<file path="src/rtl/fcc_pkg.sv">
// Shared types for the frequency to code converter.
// Assumes nothing beyond a single clock domain.
package fcc_pkg;

    // Result sequencer phases
    typedef enum logic [1:0] {
        SEQ_IDLE  = 2'd0,
        SEQ_FREQ  = 2'd1,
        SEQ_SCALE = 2'd2,
        SEQ_OUT   = 2'd3
    } fcc_seq_e;

endpackage

</file>
<file path="src/rtl/fcc_debounce.sv">
// Synchronizes the raw pulse input and accepts a new level only after it has
// held for hold_cycles consecutive clocks. Emits a one-cycle rise pulse on
// each accepted low-to-high change. Assumes hold_cycles is static while
// the input is being measured; a value of 0 behaves as 1.
module fcc_debounce #(
    parameter int DB_W = 16
) (
    input  logic            clk,
    input  logic            rst_n,
    input  logic            raw_in,
    input  logic [DB_W-1:0] hold_cycles,
    output logic            level,
    output logic            rise
);

    logic [1:0]      sync_q;
    logic [DB_W-1:0] hold_cnt;
    logic [DB_W:0]   hold_nxt;

    assign hold_nxt = {1'b0, hold_cnt} + 1'b1;

    // Two-flop synchronizer for the asynchronous input
    always_ff @(posedge clk) begin
        if (!rst_n) sync_q <= 2'b00;
        else        sync_q <= {sync_q[0], raw_in};
    end

    // Hold counter: accept the synchronized level once it has been steady long enough
    always_ff @(posedge clk) begin
        if (!rst_n) begin
            hold_cnt <= '0;
            level    <= 1'b0;
            rise     <= 1'b0;
        end else begin
            rise <= 1'b0;
            if (sync_q[1] == level) begin
                hold_cnt <= '0;
            end else if (hold_nxt >= {1'b0, hold_cycles}) begin
                level    <= sync_q[1];
                rise     <= sync_q[1];
                hold_cnt <= '0;
            end else begin
                hold_cnt <= hold_nxt[DB_W-1:0];
            end
        end
    end

    // the accepted level only ever moves to the level the synchronizer showed
    a_r6_level_follows_sync: assert property (@(posedge clk) disable iff (!rst_n)
        (level != $past(level)) |-> ($past(sync_q[1]) == level));

    // a rise pulse marks exactly a low-to-high change of the accepted level
    a_r6_rise_matches_level: assert property (@(posedge clk) disable iff (!rst_n)
        rise |-> (level && !$past(level)));

endmodule

</file>
<file path="src/rtl/fcc_period_meter.sv">
// Times whole input cycles between accepted rising edges. When an edge closes
// a span of at least min_ticks clocks (or the cycle counter is full) it
// reports the cycle and tick counts, and that edge opens the next span.
// A quiet input for timeout_ticks clocks raises timeout_pulse and disarms.
// Assumes rise pulses are single-cycle.
module fcc_period_meter #(
    parameter int TICK_W = 24,
    parameter int CYC_W  = 16
) (
    input  logic              clk,
    input  logic              rst_n,
    input  logic              rise,
    input  logic [TICK_W-1:0] min_ticks,
    input  logic [TICK_W-1:0] timeout_ticks,
    output logic              meas_valid,
    output logic [CYC_W-1:0]  meas_cycles,
    output logic [TICK_W-1:0] meas_ticks,
    output logic              timeout_pulse
);

    localparam logic [CYC_W-1:0] CYC_FULL = '1;

    logic              armed;
    logic [TICK_W-1:0] tick_cnt;
    logic [CYC_W-1:0]  cyc_cnt;
    logic [TICK_W-1:0] idle_cnt;
    logic [TICK_W-1:0] tick_inc;
    logic [CYC_W-1:0]  cyc_inc;
    logic [TICK_W:0]   idle_inc;
    logic              span_done;

    // Saturating increments and the span-complete decision
    always_comb begin
        tick_inc  = (tick_cnt == '1) ? tick_cnt : tick_cnt + 1'b1;
        cyc_inc   = (cyc_cnt == CYC_FULL) ? cyc_cnt : cyc_cnt + 1'b1;
        idle_inc  = {1'b0, idle_cnt} + 1'b1;
        span_done = (tick_inc >= min_ticks) || (cyc_inc == CYC_FULL);
    end

    // Span timing, edge counting and quiet-input detection
    always_ff @(posedge clk) begin
        if (!rst_n) begin
            armed         <= 1'b0;
            tick_cnt      <= '0;
            cyc_cnt       <= '0;
            idle_cnt      <= '0;
            meas_valid    <= 1'b0;
            meas_cycles   <= '0;
            meas_ticks    <= '0;
            timeout_pulse <= 1'b0;
        end else begin
            meas_valid    <= 1'b0;
            timeout_pulse <= 1'b0;
            if (rise) begin
                idle_cnt <= '0;
                if (!armed || span_done) begin
                    tick_cnt <= '0;
                    cyc_cnt  <= '0;
                    armed    <= 1'b1;
                end else begin
                    tick_cnt <= tick_inc;
                    cyc_cnt  <= cyc_inc;
                end
                if (armed && span_done) begin
                    meas_valid  <= 1'b1;
                    meas_cycles <= cyc_inc;
                    meas_ticks  <= tick_inc;
                end
            end else begin
                tick_cnt <= tick_inc;
                if (idle_inc >= {1'b0, timeout_ticks}) begin
                    timeout_pulse <= 1'b1;
                    idle_cnt      <= '0;
                    armed         <= 1'b0;
                end else begin
                    idle_cnt <= idle_inc[TICK_W-1:0];
                end
            end
        end
    end

    // a reported span reaches the minimum time unless the cycle count saturated
    a_r1_span_long_enough: assert property (@(posedge clk) disable iff (!rst_n)
        meas_valid |-> ((meas_ticks >= $past(min_ticks)) || (meas_cycles == CYC_FULL)));

    // a span always holds at least one whole cycle
    a_r1_whole_cycles: assert property (@(posedge clk) disable iff (!rst_n)
        meas_valid |-> (meas_cycles != '0));

    // a quiet-input report never coincides with a measurement
    a_r7_timeout_exclusive: assert property (@(posedge clk) disable iff (!rst_n)
        !(timeout_pulse && meas_valid));

endmodule

</file>
<file path="src/rtl/fcc_divider.sv">
// Unsigned restoring divider producing one quotient bit per clock.
// A start pulse loads the operands; done pulses W+1 clocks later with the
// quotient held until the next start. Assumes start is not raised while
// a division is in progress and the divisor is nonzero.
module fcc_divider #(
    parameter int W = 44
) (
    input  logic         clk,
    input  logic         rst_n,
    input  logic         start,
    input  logic [W-1:0] dividend,
    input  logic [W-1:0] divisor,
    output logic         done,
    output logic [W-1:0] quotient
);

    localparam int CNT_W = $clog2(W + 1);

    logic [W:0]       rem_q;
    logic [W-1:0]     quo_q;
    logic [W-1:0]     dvs_q;
    logic [W-1:0]     dvd_q;
    logic [CNT_W-1:0] step_q;
    logic             busy_q;
    logic [W:0]       shifted;
    logic [W:0]       trial;

    assign shifted  = {rem_q[W-1:0], quo_q[W-1]};
    assign trial    = shifted - {1'b0, dvs_q};
    assign quotient = quo_q;

    // One restoring step per clock while busy
    always_ff @(posedge clk) begin
        if (!rst_n) begin
            rem_q  <= '0;
            quo_q  <= '0;
            dvs_q  <= '0;
            dvd_q  <= '0;
            step_q <= '0;
            busy_q <= 1'b0;
            done   <= 1'b0;
        end else begin
            done <= 1'b0;
            if (start) begin
                rem_q  <= '0;
                quo_q  <= dividend;
                dvs_q  <= divisor;
                dvd_q  <= dividend;
                step_q <= CNT_W'(W);
                busy_q <= 1'b1;
            end else if (busy_q) begin
                if (!trial[W]) begin
                    rem_q <= trial;
                    quo_q <= {quo_q[W-2:0], 1'b1};
                end else begin
                    rem_q <= shifted;
                    quo_q <= {quo_q[W-2:0], 1'b0};
                end
                step_q <= step_q - 1'b1;
                if (step_q == CNT_W'(1)) begin
                    busy_q <= 1'b0;
                    done   <= 1'b1;
                end
            end
        end
    end

    // a finished division satisfies quotient*divisor + remainder = dividend
    a_r2_div_identity: assert property (@(posedge clk) disable iff (!rst_n)
        done |-> (({{W{1'b0}}, quo_q} * {{W{1'b0}}, dvs_q}) + {{(W-1){1'b0}}, rem_q}
                  == {{W{1'b0}}, dvd_q}));

    // the remainder of a finished division is below the divisor
    a_r2_rem_below: assert property (@(posedge clk) disable iff (!rst_n)
        (done && (dvs_q != '0)) |-> (rem_q < {1'b0, dvs_q}));

endmodule

</file>
<file path="src/rtl/freq_code_conv.sv">
// Period-timed frequency to code converter. Debounces the pulse input,
// times whole cycles over at least cfg_min_period clocks, computes the
// frequency in Hz with a shared iterative divider, and maps it onto a
// CODE_W-bit code across the cfg_fmin..cfg_fmax window. Assumes
// cfg_min_period exceeds the 2*(DIV_W+1)+4 clock result latency; a
// measurement or timeout arriving while a result is in progress is dropped.
module freq_code_conv #(
    parameter int CLK_HZ = 200_000_000,
    parameter int DB_W   = 16,
    parameter int TICK_W = 24,
    parameter int CYC_W  = 16,
    parameter int FREQ_W = 24,
    parameter int CODE_W = 12
) (
    input  logic              clk,
    input  logic              rst_n,
    input  logic              pulse_in,
    input  logic [DB_W-1:0]   cfg_debounce,
    input  logic [TICK_W-1:0] cfg_min_period,
    input  logic [TICK_W-1:0] cfg_timeout,
    input  logic [FREQ_W-1:0] cfg_fmin,
    input  logic [FREQ_W-1:0] cfg_fmax,
    output logic [CODE_W-1:0] code,
    output logic              code_valid,
    output logic              under_range,
    output logic              over_range
);

    import fcc_pkg::*;

    localparam int CLK_B  = $clog2(CLK_HZ + 1);
    localparam int PROD_W = CYC_W + CLK_B;
    localparam int SCL_W  = FREQ_W + CODE_W;
    localparam int DIV_W  = (PROD_W > SCL_W) ? PROD_W : SCL_W;
    localparam logic [DIV_W-1:0]  CLK_X     = DIV_W'(CLK_HZ);
    localparam logic [CODE_W-1:0] CODE_FULL = '1;
    localparam logic [DIV_W-1:0]  CODE_MAX  = DIV_W'(CODE_FULL);

    logic              db_level;
    logic              db_rise;
    logic              meas_valid;
    logic [CYC_W-1:0]  meas_cycles;
    logic [TICK_W-1:0] meas_ticks;
    logic              timeout_pulse;
    logic              div_go;
    logic [DIV_W-1:0]  div_a;
    logic [DIV_W-1:0]  div_b;
    logic              div_done;
    logic [DIV_W-1:0]  div_q;
    fcc_seq_e          seq;
    logic [CODE_W-1:0] pend_code;
    logic              pend_under;
    logic              pend_over;
    logic [DIV_W-1:0]  fmin_x;
    logic [DIV_W-1:0]  fmax_x;
    logic              unused_bits;

    assign fmin_x      = DIV_W'(cfg_fmin);
    assign fmax_x      = DIV_W'(cfg_fmax);
    assign unused_bits = db_level ^ (^div_q[DIV_W-1:CODE_W]);

    fcc_debounce #(.DB_W(DB_W)) u_debounce (
        .clk         (clk),
        .rst_n       (rst_n),
        .raw_in      (pulse_in),
        .hold_cycles (cfg_debounce),
        .level       (db_level),
        .rise        (db_rise)
    );

    fcc_period_meter #(.TICK_W(TICK_W), .CYC_W(CYC_W)) u_meter (
        .clk           (clk),
        .rst_n         (rst_n),
        .rise          (db_rise),
        .min_ticks     (cfg_min_period),
        .timeout_ticks (cfg_timeout),
        .meas_valid    (meas_valid),
        .meas_cycles   (meas_cycles),
        .meas_ticks    (meas_ticks),
        .timeout_pulse (timeout_pulse)
    );

    fcc_divider #(.W(DIV_W)) u_divider (
        .clk      (clk),
        .rst_n    (rst_n),
        .start    (div_go),
        .dividend (div_a),
        .divisor  (div_b),
        .done     (div_done),
        .quotient (div_q)
    );

    // Result sequencer: frequency division, window check, scaling, then publish
    always_ff @(posedge clk) begin
        if (!rst_n) begin
            seq         <= SEQ_IDLE;
            div_go      <= 1'b0;
            div_a       <= '0;
            div_b       <= '0;
            pend_code   <= '0;
            pend_under  <= 1'b0;
            pend_over   <= 1'b0;
            code        <= '0;
            code_valid  <= 1'b0;
            under_range <= 1'b0;
            over_range  <= 1'b0;
        end else begin
            div_go     <= 1'b0;
            code_valid <= 1'b0;
            case (seq)
                SEQ_IDLE: begin
                    if (timeout_pulse) begin
                        pend_code  <= '0;
                        pend_under <= 1'b1;
                        pend_over  <= 1'b0;
                        seq        <= SEQ_OUT;
                    end else if (meas_valid) begin
                        div_a  <= DIV_W'(meas_cycles) * CLK_X;
                        div_b  <= DIV_W'(meas_ticks);
                        div_go <= 1'b1;
                        seq    <= SEQ_FREQ;
                    end
                end
                SEQ_FREQ: begin
                    if (div_done) begin
                        if (div_q < fmin_x) begin
                            pend_code  <= '0;
                            pend_under <= 1'b1;
                            pend_over  <= 1'b0;
                            seq        <= SEQ_OUT;
                        end else if (div_q > fmax_x) begin
                            pend_code  <= CODE_FULL;
                            pend_under <= 1'b0;
                            pend_over  <= 1'b1;
                            seq        <= SEQ_OUT;
                        end else if (fmax_x == fmin_x) begin
                            pend_code  <= '0;
                            pend_under <= 1'b0;
                            pend_over  <= 1'b0;
                            seq        <= SEQ_OUT;
                        end else begin
                            div_a  <= (div_q - fmin_x) * CODE_MAX;
                            div_b  <= fmax_x - fmin_x;
                            div_go <= 1'b1;
                            seq    <= SEQ_SCALE;
                        end
                    end
                end
                SEQ_SCALE: begin
                    if (div_done) begin
                        pend_code  <= div_q[CODE_W-1:0];
                        pend_under <= 1'b0;
                        pend_over  <= 1'b0;
                        seq        <= SEQ_OUT;
                    end
                end
                default: begin
                    code        <= pend_code;
                    under_range <= pend_under;
                    over_range  <= pend_over;
                    code_valid  <= 1'b1;
                    seq         <= SEQ_IDLE;
                end
            endcase
        end
    end

    // under-range always comes with code 0
    a_r4_under_zero: assert property (@(posedge clk) disable iff (!rst_n)
        under_range |-> (code == '0));

    // over-range always comes with the full-scale code
    a_r5_over_full: assert property (@(posedge clk) disable iff (!rst_n)
        over_range |-> (code == CODE_FULL));

    // the two range flags never stand together
    a_r3_flags_exclusive: assert property (@(posedge clk) disable iff (!rst_n)
        !(under_range && over_range));

    // the strobe lasts a single cycle
    a_r8_strobe_single: assert property (@(posedge clk) disable iff (!rst_n)
        code_valid |=> !code_valid);

    // results move only together with the strobe
    a_r8_hold_between: assert property (@(posedge clk) disable iff (!rst_n)
        !code_valid |=> (!$changed(code) && !$changed(under_range) && !$changed(over_range)) || code_valid);

endmodule

</file>
<file path="config.mk">
export PLATFORM = sky130hd
export DESIGN_NAME = freq_code_conv
export DESIGN_NICKNAME = d
export VERILOG_FILES = /design/src/rtl/fcc_pkg.sv /design/src/rtl/fcc_debounce.sv /design/src/rtl/fcc_period_meter.sv /design/src/rtl/fcc_divider.sv /design/src/rtl/freq_code_conv.sv
export SDC_FILE = /design/constraint.sdc
export NUM_CORES = 2
export LEC_CHECK = 0
export BUFFER_PORTS_ARGS = -buffer_cell sky130_fd_sc_hd__buf_2
export CORE_ASPECT_RATIO = 1.5
export CORE_MARGIN = 5
export CORE_UTILIZATION = 55
export DETAILED_ROUTE_END_ITERATION = 7
export PLACE_DENSITY = 0.86
export SLEW_MARGIN = 20
export SYNTH_ARGS = -nofsm -noshare
export SYNTH_HDL_FRONTEND = slang
export SYNTH_HIERARCHICAL = 1
export SYNTH_SLANG_ARGS = --single-unit
</file>
<file path="constraint.sdc">
create_clock -name clk -period 8.9 [get_ports clk]
set_input_delay 0.89 -clock clk [delete_from_list [all_inputs] [get_ports clk]]
set_output_delay 0.89 -clock clk [all_outputs]
set_load 0.02 [all_outputs]
</file>
# Word level (Yosys, flattened, before mapping)
# Cells that the tools add are included.
dict set report word_totals {
  reg_bits 387
  inputBits 115
  out_inout_bits 15
  elab_cells 160
}
dict set report classes {
  addsub 8
  mul 2
  n_lt_le_gt_ge 5
  eq_ne 19
  mux 69
  n_bitwise 4
  reduce_logical 23
}
# op count
set ops {}
lappend ops {{two-way mux 44 bit} 15}
lappend ops {{one-hot mux 44 bit (2 select lines)} 2}
lappend ops {{two-way mux 12 bit} 6}
lappend ops {{two-way mux 24 bit} 3}
lappend ops {{subtractor 45 x 44 -> 45 bit} 1}
lappend ops {{greater-than comparator 44 x 24 -> 1 bit} 1}
lappend ops {{< comparator 44 x 24 -> 1 bit} 1}
lappend ops {{multiplier 44 x 12 -> 44 bit (second input constant)} 1}
lappend ops {{subtractor 44 x 24 -> 44 bit} 1}
lappend ops {{one-hot mux 12 bit (3 select lines)} 1}
lappend ops {{multiplier 16 x 19 -> 35 bit (second input constant)} 1}
lappend ops {{equality test 16 bit (second input constant)} 2}
lappend ops {{two-way mux 16 bit} 2}
lappend ops {{two-way mux 1 bit} 30}
lappend ops {{adder 24 x 1 -> 25 bit (second input constant)} 1}
lappend ops {{greater-or-equal comparator 25 x 24 -> 1 bit} 1}
lappend ops {{subtractor 24 x 24 -> 25 bit} 1}
lappend ops {{adder 24 x 1 -> 24 bit (second input constant)} 1}
lappend ops {{equality test 24 bit} 1}
lappend ops {{equality test 24 bit (second input constant)} 1}
lappend ops {{greater-or-equal comparator 24 bit} 1}
lappend ops {{adder 16 x 1 -> 17 bit (second input constant)} 1}
lappend ops {{greater-or-equal comparator 17 x 16 -> 1 bit} 1}
lappend ops {{adder 16 x 1 -> 16 bit (second input constant)} 1}
lappend ops {{other kinds (27)} 53}

# Longest topological paths before layout
dict set report logic_depth {
  word_depth 7
  mapped_depth 36
  ltp_nobuf 35
}

# Hierarchy
# Netlist, hierarchy kept.
# module instances cells_per_inst area_each_um2 seq_area_each_um2
set modules_own_cells {}
lappend modules_own_cells {freq_code_conv 1 2388 21460.6 2021.9}
lappend modules_own_cells {fcc_divider 1 1006 8734.6 2802.7}
lappend modules_own_cells {fcc_period_meter 1 745 6261.0 2142.1}
lappend modules_own_cells {fcc_debounce 1 142 1271.2 400.4}

# Worst setup path before layout
# Ideal clock, no wire load.
dict set report synth_timing {
  path_type {input-to-reg}
  startpoint {input cfg_fmin[1]}
  endpoint {register div_a[43]}
  setup_ps 121
  arrival_ps 8676
  required_ps 8779
  path_slack_ps 103
  path_stages 34
  path_buffers 1
  cell_sequence {inv_1 ha_1 nor2b_1 o31a_1 o2bb2ai_1 a311o_1 a221o_1 a21oi_1 o21bai_1 a21o_1 a21oi_1 xnor2_1 fa_1 inv_1 fa_1 inv_1 fa_1 fa_1 inv_1 fa_1 inv_1 ha_1 and3_1 clkbuf_1 a22o_1 a31o_1 a211o_1 a31o_2 a31oi_4 o31ai_2 a311o_1 a21o_1 a31oi_1 a21oi_1}
}
dict set report synth_between {
  elab_chain_len 7
  elab_cells_between_ends 12
  cone_classes {add/sub (1); mul (1); order compare (1); eq/ne (3); mux (5); reduce/logical (1)}
}
# element line
set synth_lines {}
lappend synth_lines {{start, declared} freq_code_conv.sv:21} ;# input logic [FREQ_W-1:0] cfg_fmin,
lappend synth_lines {{subtractor 44 x 24 -> 44 bit} freq_code_conv.sv:142} ;# div_a <= (div_q - fmin_x) * CODE_MAX;
lappend synth_lines {{multiplier 44 x 12 -> 44 bit} freq_code_conv.sv:142}
lappend synth_lines {{two-way mux 44 bit} freq_code_conv.sv:136} ;# end else if (fmax_x == fmin_x) begin
lappend synth_lines {{two-way mux 44 bit} freq_code_conv.sv:131} ;# end else if (div_q > fmax_x) begin
lappend synth_lines {{two-way mux 44 bit} freq_code_conv.sv:126} ;# if (div_q < fmin_x) begin
lappend synth_lines {{two-way mux 44 bit} freq_code_conv.sv:125} ;# if (div_done) begin
lappend synth_lines {{one-hot mux 44 bit (2 select lines)} freq_code_conv.sv:110} ;# case (seq)
lappend synth_lines {{end signal, assigned} freq_code_conv.sv:118} ;# div_a <= DIV_W'(meas_cycles) * CLK_X;
lappend synth_lines {{end signal, assigned} freq_code_conv.sv:142}
lappend synth_lines {{end, declared} freq_code_conv.sv:46} ;# logic [DIV_W-1:0] div_a;
# Parallel ways exist; a longest one is shown, timed or not. The select of a mux whose other input is x is not followed.
# A chain may end at the register's enable or synchronous reset.

# Worst setup path after layout
dict set report layout_timing {
  startpoint {register u_divider.quo_q[0], in the netlist u_divider/quotient[0]}
  endpoint {register div_a[43]}
}
dict set report layout_between {
  elab_chain_len 7
  elab_cells_between_ends 12
  cone_classes {add/sub (1); mul (1); order compare (2); eq/ne (2); mux (5); reduce/logical (1)}
}
# element line
set layout_lines {}
lappend layout_lines {{start, declared} fcc_divider.sv:20} ;# logic [W-1:0] quo_q;
lappend layout_lines {{start signal, assigned} fcc_divider.sv:46} ;# quo_q <= dividend;
lappend layout_lines {{start signal, assigned} fcc_divider.sv:54} ;# quo_q <= {quo_q[W-2:0], 1'b1};
lappend layout_lines {{start signal, assigned} fcc_divider.sv:57} ;# quo_q <= {quo_q[W-2:0], 1'b0};
lappend layout_lines {{subtractor 44 x 24 -> 44 bit} freq_code_conv.sv:142}
lappend layout_lines {{multiplier 44 x 12 -> 44 bit} freq_code_conv.sv:142}
lappend layout_lines {{two-way mux 44 bit} freq_code_conv.sv:136}
lappend layout_lines {{two-way mux 44 bit} freq_code_conv.sv:131}
lappend layout_lines {{two-way mux 44 bit} freq_code_conv.sv:126}
lappend layout_lines {{two-way mux 44 bit} freq_code_conv.sv:125}
lappend layout_lines {{one-hot mux 44 bit (2 select lines)} freq_code_conv.sv:110}
# Parallel ways exist; a longest one is shown, timed or not. The select of a mux whose other input is x is not followed.

==> impl_metrics.ini <==
[run_status]
status = finished, final reports clean

[sta]
setup_ws_ns = 0.3604
rsz0062_at_grt = no
drv_slew = 0
fin_crit_sh_pct = 95.95
maxSlewHeadroom_pct = 25.95
tightest_slew_ns = 1.111
maxClockFrequency_mhz = 117.1
holdWs_ns = 0.4583
setup_viol = 0
clock_skew_ns = 0.01800
finalSetupTns_ns = 0
hold_viol_final = 0
period_needed_ns = 8.540

[global_route]
use_met3_pct = 4.131
grt_pass1_vias = 33330
track_usage_pct = 28.19
grt_max_degree = 106
antenna_found_initial = 4
grt-ovfl-total = 0
use_met1_pct = 30.57
grt_pass1_wl_mm = 170.5
top_usage_layer = met2
met2_usage_pct = 51.14

[job]
maxCapViolations = 0

[power_and_ir_drop]
netSwitchingPower_mw = 5.492
p_sw_share_pct = 48.19
powerDensity_mw_per_mm2 = 276.8
p_int_mw = 5.906
p_clk_share_pct = 14.5
ir_drop_mv = 0.4901
total_power_mw = 11.40
pwr-share-comb_pct = 70.9
leakagePower_nw = 20.33
pwr-share-seq_pct = 14.6

[logic_synthesis]
ys_warn_count = 6
synth-edff-count = 0
synth_top_area_share_pct = 19.53
synth_area_leaders = dfxtp_1, fa_1, ha_1
ys_ff_latch = 368
synth_top_family_by_area = adder cells
avgSynthCellArea_um2 = 8.813
ys_types = 114
synthFlopType = dfxtp_1
synth_xor_area_share_pct = 5.960
synth_seq_area_share_pct = 19.53
synthAdderAreaFrac_pct = 31.02
synth_top_area_cell = dfxtp_1
synth_most_common_cell = inv_1
yosys-mux-area-fraction_pct = 4.165
synth.net_count = 5115
synth_common_cells = inv_1, ha_1, dfxtp_1
syn_area_mm2 = 0.03773
postSynth.asyncResetShare_pct = 0
synthSimpleGateAreaFrac_pct = 13.68
synth_compound_area_share_pct = 17.24
postSynthCellCount = 4281

[cts]
cts_resized = 0
postCtsHoldBufs = 0
insertion_delay_ns = 0.56
h-tree-depth = 2
postCtsSetupBuffers = 0
cts_buffer_depth = 3
clk_pin_slew_ns = 0.07
cts_tree = built
cts.sinks = 368
cts_root_buffer = clkbuf_16
cts_buffers = 39

[critical_path]
required_ns = 9.29
startpoint_type = flip-flop
critPathKind = reg -> reg
reg2reg_from = u_divider/quotient[0]
crit_start = u_divider/quotient[0]
cp-end-kind = flip-flop
cp_slowest_stage_delay_ns = 0.58
cpMostUsedCell = fa_1
arrival_ns = 8.93
critical_path.slowest_cell = fa_1
crit_fanout = 4

[route]
vias = 32020
wl_per_cell_um = 19.53
drt-initial-drc-count = 2820
wl_mm = 104.8
ant_nets = 0
route.detailed.drc = 0
drt-vias-per-instance = 5.968
firstDrtPassIters = 6

[floorplanning]
die_y_um = 330.8
fp.dieArea_mm2 = 0.07404
rows = 117
start_util_pct = 55.54
io-pin-count = 130
core_mm2 = 0.06793
die_x_um = 223.8

[cells_and_area]
fin_util_pct = 60.62
nNetsFinal = 5276
area_growth_pct = 9.140
nFillCells = 5617
layout-drive-gt1-share_pct = 9.396

[worst_hold_path]
min_path_type = reg -> reg
min-delay-start = pend_under

[place]
gp_congestion = 1.042
dp_hpwl_mm = 84.11
port_buffers = 129
post-place-ws_ns = -0.2390
path summary, 6_finish.rpt:
path                                   end  slack, ns  cells past startpoint
worst min-delay path            pend_under       0.46                      2
worst max-delay path             div_a[43]       0.36                     32
worst max register to register   div_a[43]       0.36                     32
worst min register to register  pend_under       0.46                      2
cell type report:
type / count / area [um^2] / share of cell area (%)
diodes: 3 / 7.507 / 0.01823
inverters: 652 / 2447 / 5.944
clock buffers: 52 / 1125 / 2.732
flip-flops and latches: 368 / 7372 / 17.90
well taps: 892 / 1116 / 2.711
multi-input cells: 3115 / 27260 / 66.19
clock inverters: 17 / 175.2 / 0.4254
repair buffers: 266 / 1677 / 4.072
per-layer routing:
metal | vias to the layer above | wire length [um]
met1 | 15420 | 37020
met3 | 449 | 6606
met4 | 2 | 8333
met2 | 1292 | 52820
li1 | 14860 | -
met5 | - | 13
registers in the layout, indices dropped and copies added (netlist names), 2 cells and up:
register	count
pend_code	12
u_meter/idle_cnt	24
code	12
u_meter/tick_cnt	24
u_divider/step_q	6
u_meter/meas_ticks	24
u_divider/quotient	44
div_a	44
u_divider/dvs_q	44
seq	2
u_meter/cyc_cnt	16
u_meter/meas_cycles	16
u_debounce/sync_q	2
u_divider/rem_q	44
u_debounce/hold_cnt	16
div_b	25
power groups by stage:
stage | registers, mW | logic [mW] | clock network (mW)
floorplan | 1.69 | 5.04 | 0
global placement | 1.70 | 7.75 | 0
detailed placement | 1.70 | 7.81 | 0
CTS | 1.66 | 7.90 | 1.68
global route | 1.66 | 8.78 | 1.75
finish | 1.66 | 8.08 | 1.66
layout by cell type (no fill, tap or decap), types with 113 or more instances in the layout:
cell	instances
fa_1	350
buf_2	128
o21ai_0	210
nor2_1	216
nand2_1	275
inv_1	649
buf_4	138
a21oi_1	279
dfxtp_1	366
mux2i_1	157
xnor2_1	142
nor2b_1	113
ha_1	368
critical path: cells and delay by family (launching register included):
kind / cells / cell delay (ns)
compound gates: 14 / 2.65
xor+xnor: 3 / 1.04
fa+ha+maj: 7 / 3.12
buf+inv: 4 / 0.31
flops: 1 / 0.48
simple gates: 4 / 0.76
kinds of logic after synthesis:
| logic type | count (synthesis) |
|---|---|
| AO/OA/AOI/OAI | 976 |
| XOR/XNOR | 255 |
| adder cells (fa/ha/maj) | 727 |
| buffers and inverters | 798 |
| flip-flops | 368 |
| multiplexers | 157 |
| AND/OR/NAND/NOR | 1000 |
through the flow:
stage          cells  area (um^2)
2_1_floorplan   4281        37730
4_1_cts         5362        41140
3_5_place_dp    5293        39840
3_3_place_gp    5293        39840
5_1_grt         5362        41170
6_report        5365        41180
No activity file was read; power rests on OpenSTA's default activity.
